### src/rtl/combo_lock.sv
module combo_lock #(
  parameter int CODE_W = 4,
  parameter logic [CODE_W-1:0] CODE_A = CODE_W'(3),
  parameter logic [CODE_W-1:0] CODE_B = CODE_W'(9),
  parameter logic [CODE_W-1:0] CODE_C = CODE_W'(5),
  parameter bit ONE_HOT = 1'b0
) (
  input  logic              clk,
  input  logic              rst,
  input  logic              key_valid,
  input  logic [CODE_W-1:0] key_in,
  output logic              unlocked,
  output logic [2:0]        state_o
);
  logic [1:0]        sel;
  logic [CODE_W-1:0] want;
  logic              match;

  always_comb begin
    case (sel)
      2'b10:   want = CODE_B;
      2'b11:   want = CODE_C;
      default: want = CODE_A;
    endcase
  end

  assign match = (key_in == want);

  generate
    if (ONE_HOT) begin : g_shift
      logic [3:0] sr;
      logic       load, shift;

      assign shift = ~sr[0] & key_valid;
      assign load  = rst | (~match & ~sr[0] & key_valid);

      always_ff @(posedge clk) begin
        if (load)       sr <= rst ? 4'b1000 : 4'b0000;
        else if (shift) sr <= {1'b0, sr[3:1]};
      end

      assign sel      = {~sr[3], ~sr[2]};
      assign unlocked = sr[0];

      always_comb begin
        case (sr)
          4'b1000: state_o = 3'b001;
          4'b0100: state_o = 3'b010;
          4'b0010: state_o = 3'b011;
          4'b0001: state_o = 3'b111;
          default: state_o = 3'b000;
        endcase
      end
    end else begin : g_binary
      logic [2:0] st, nx;

      always_comb begin
        nx = st;
        if (rst)
          nx = 3'b001;
        else if (key_valid && st != 3'b111 && st != 3'b000) begin
          if (!match)              nx = 3'b000;
          else if (st == 3'b011)   nx = 3'b111;
          else                     nx = st + 3'd1;
        end
      end

      always_ff @(posedge clk) st <= nx;

      assign sel      = st[1:0];
      assign unlocked = st[2];
      assign state_o  = st;
    end
  endgenerate
endmodule


### config.mk
export PLATFORM = sky130hd
export DESIGN_NAME = combo_lock
export DESIGN_NICKNAME = d
export VERILOG_FILES = /design/src/rtl/combo_lock.sv
export SDC_FILE = /design/constraint.sdc
export NUM_CORES = 1
export LEC_CHECK = 0
export BUFFER_PORTS_ARGS = -buffer_cell sky130_fd_sc_hd__buf_4
export CORE_AREA = 2 2 39 41
export CTS_CLUSTER_DIAMETER = 100
export DETAILED_ROUTE_END_ITERATION = 10
export DIE_AREA = 0 0 41 43
export PLACE_DENSITY = 0.43
export REMOVE_ABC_BUFFERS = 1
export SLEW_MARGIN = 30
export SYNTH_ARGS = -nofsm -noshare
export SYNTH_HDL_FRONTEND = slang
export SYNTH_SLANG_ARGS = --single-unit
### constraint.sdc
create_clock -name clk -period 3.3 [get_ports clk]
set_input_delay 0.825 -clock clk [delete_from_list [all_inputs] [get_ports clk]]
set_output_delay 0.825 -clock clk [all_outputs]
set_load 0.02 [all_outputs]
==> impl_metrics.csv <==
group,metric,value,unit
final_layout,drive_gt1_share,32.6,%
setup_path,worstPathCellList,"buf_4",
timing,drv_slew,0,
synthesis,seq_area_frac_synth,21.1,%
clocking,cts_setup_buffers,0,
synthesis,synthesis.instances,34,
synthesis,ys_ff_latch,3,
placement,dp_hpwl,507,um
route,routed_wl,678,um
final_layout,diodes,0,
route,wl_per_cell,10.9,um
placement,placed_cell_area,362,um2
power,max-vdd-ir-drop,0.135,mV
final_layout,postLayoutCellArea,388,um2
power,power,156,uW
job,maxCapViolCount,0,
route,vias_per_cell,4.56,
timing,worst_slew_pin_slew,0.296,ns
final_layout,nFillCells,164,
timing,fin_skew,0.000407,ns
grt,overflow,0,
status,status,"finished, final reports clean",
clocking,clock_latency,0.24,ns
grt,grt_pass1_wl,1120,um
clocking,cts_tree,"done",
synthesis,syn_area,285,um2
timing,hold_viol_final,0,
grt,antenna_found_initial,0,
setup_path,cp-start-kind,"flip-flop",
power,p_per_area,403,nW/um2
timing,max_freq,585,MHz
hold_path,hp-class,"flip-flop to flip-flop",
clocking,postCtsHoldBufs,0,
placement,numPortBuffers,10,
floorplan,die_h,43,um
clocking,cts.clk_slew.worst_paths,0.04,ns
route,vias,283,
setup_path,crit_fanout,7,
route,drt_iter0_drc,3,
synthesis,synth_cell_types,21,
final_layout,largest_register_ffs,3,
setup_path,critPathArrivalTime,0.88,ns
setup_path,setup.worst_path.class,"flip-flop to primary output",
timing,rsz0062_at_grt,"false",
clocking,cts.path.max_buffers,2,
final_layout,multiInputGateArea,199,um2
setup_path,crit_family,"flip-flops",
final_layout,final_nets,58,
clocking,cts_made_buffers,3,
clocking,htree_num_levels,1,
floorplan,fp.coreArea,1380,um2
floorplan,io_pins,11,
floorplan,die_x,41,um
power,leakage,0.170,nW
route,drcViolationCount,0,
timing,fin_crit_sh,51.8,%
grt,grt_start_max_net_pins,8,
timing,setup_violations,0,
final_layout,area_growth,36.0,%
setup_path,slowest_delay,0.45,ns
floorplan,die-area,1760,um2
final_layout,final-seq-area,60.1,um2
setup_path,worstSetupEndpointType,"primary output",
timing,finalCriticalPeriod,1.71,ns
setup_path,required,2.47,ns
setup_path,timing.critical_path.buf_inv,1,
clocking,ctsResizeCount,0,
clocking,root_buffer,"clkbuf_4",
synthesis,syn_area_per_cell,8.39,um2
grt,grt_use_total,10.6,%
floorplan,start_util,20.6,%
timing,finalSetupTns,0,ns
timing,slew_headroom,80.2,%
synthesis,yosys_warnings,0,
route,firstDrtPassIters,2,
floorplan,row_count,14,
grt,grt_pass1_vias,282,
clocking,clock-sinks,3,
setup_path,slowest_stage,"dfxtp_1",
route,ant_nets,0,
placement,place_congestion,0.696,
final timing paths:
kind,startpoint,end,slack [ns],cells after the start
max reg2reg,state_o[1],state_o[0],1.76,5
max,state_o[1],state_o[1],1.59,1
min reg2reg,state_o[0],state_o[0],0.60,2
min,state_o[0],state_o[0],0.60,2
cell usage in the layout, fill, tap and decap left out:
cell / n
buf_4: 10
o21ai_0: 1
a41oi_1: 1
xnor2_1: 1
a21oi_1: 2
o31ai_1: 1
o21bai_2: 1
ha_1: 4
inv_1: 2
clkbuf_4: 3
mux2i_1: 1
nand4_1: 1
dfxtp_1: 3
nor3_1: 3
nor2_1: 1
nand2b_1: 2
o31a_1: 1
a211o_1: 1
nand2_1: 4
clkbuf_1: 1
o22ai_2: 1
nand3_1: 1
where the power goes:
group,leakage [nW],internal [mW],switching (mW),total [mW]
Clock,0.0150,0.0456,0.0234,0.0690
Sequential,0.0247,0.0391,0.00437,0.0435
Combinational,0.131,0.0213,0.0224,0.0437
routing by layer:
layer / global-route usage, % / share of wire (%) / vias to the layer above
met5: 0 / 0 / -
met4: 10.0 / 2.5 / 0
met3: 4.71 / 7.1 / 2
met2: 15.6 / 51 / 7
met1: 10.0 / 39 / 128
li1: - / - / 146
stage by stage:
stage	hold WS (ns)	setup slack [ns]	std cells	util, %
finish	0.595	1.59	62	28.0
global route	0.627	1.52	62	28.0
CTS	0.598	1.58	62	28.0
detailed placement	0.570	1.60	58	26.1
global placement	0.576	1.61	58	26.1
floorplan	0.647	1.80	32	-
layout make-up:
cell class	instances	area share (%)
Sequential cell	3	15.5
Inverter	2	1.94
Tap cell	16	5.16
Multi-Input combinational cell	27	51.3
Timing Repair Buffer	10	19.4
Clock buffer	4	6.77
cell usage after synthesis:
cell / n / area share, %
ha_1: 4 / 18
nand2_1: 4 / 5.3
dfxtp_1: 3 / 21
nor3_1: 3 / 5.3
a21oi_1: 2 / 3.5
inv_1: 2 / 2.6
nand2b_1: 2 / 4.4
a211o_1: 1 / 3.1
a41oi_1: 1 / 3.1
buf_4: 1 / 2.6
buf_6: 1 / 3.9
mux2i_1: 1 / 3.5
nand3_1: 1 / 1.8
nand4_1: 1 / 2.2
nor2_1: 1 / 1.3
o21ai_0: 1 / 1.8
o21bai_2: 1 / 3.9
o22ai_2: 1 / 4.4
o31a_1: 1 / 3.1
o31ai_1: 1 / 2.6
xnor2_1: 1 / 3.1
kinds of logic (layout without fill, tap and decap cells):
| logic type | Yosys count | in the layout | share of synthesized area, % |
|---|---|---|---|
| AOI/OAI and AO/OA | 9 | 9 | 25.4 |
| xor gates and xnor gates | 1 | 1 | 3.07 |
| adders and majority gates | 4 | 4 | 17.5 |
| buffers and inverters | 4 | 16 | 9.21 |
| DFF | 3 | 3 | 21.1 |
| muxes | 1 | 1 | 3.51 |
| and+or+nand+nor | 12 | 12 | 20.2 |
Note: power is estimated with default switching activity, not from simulation.
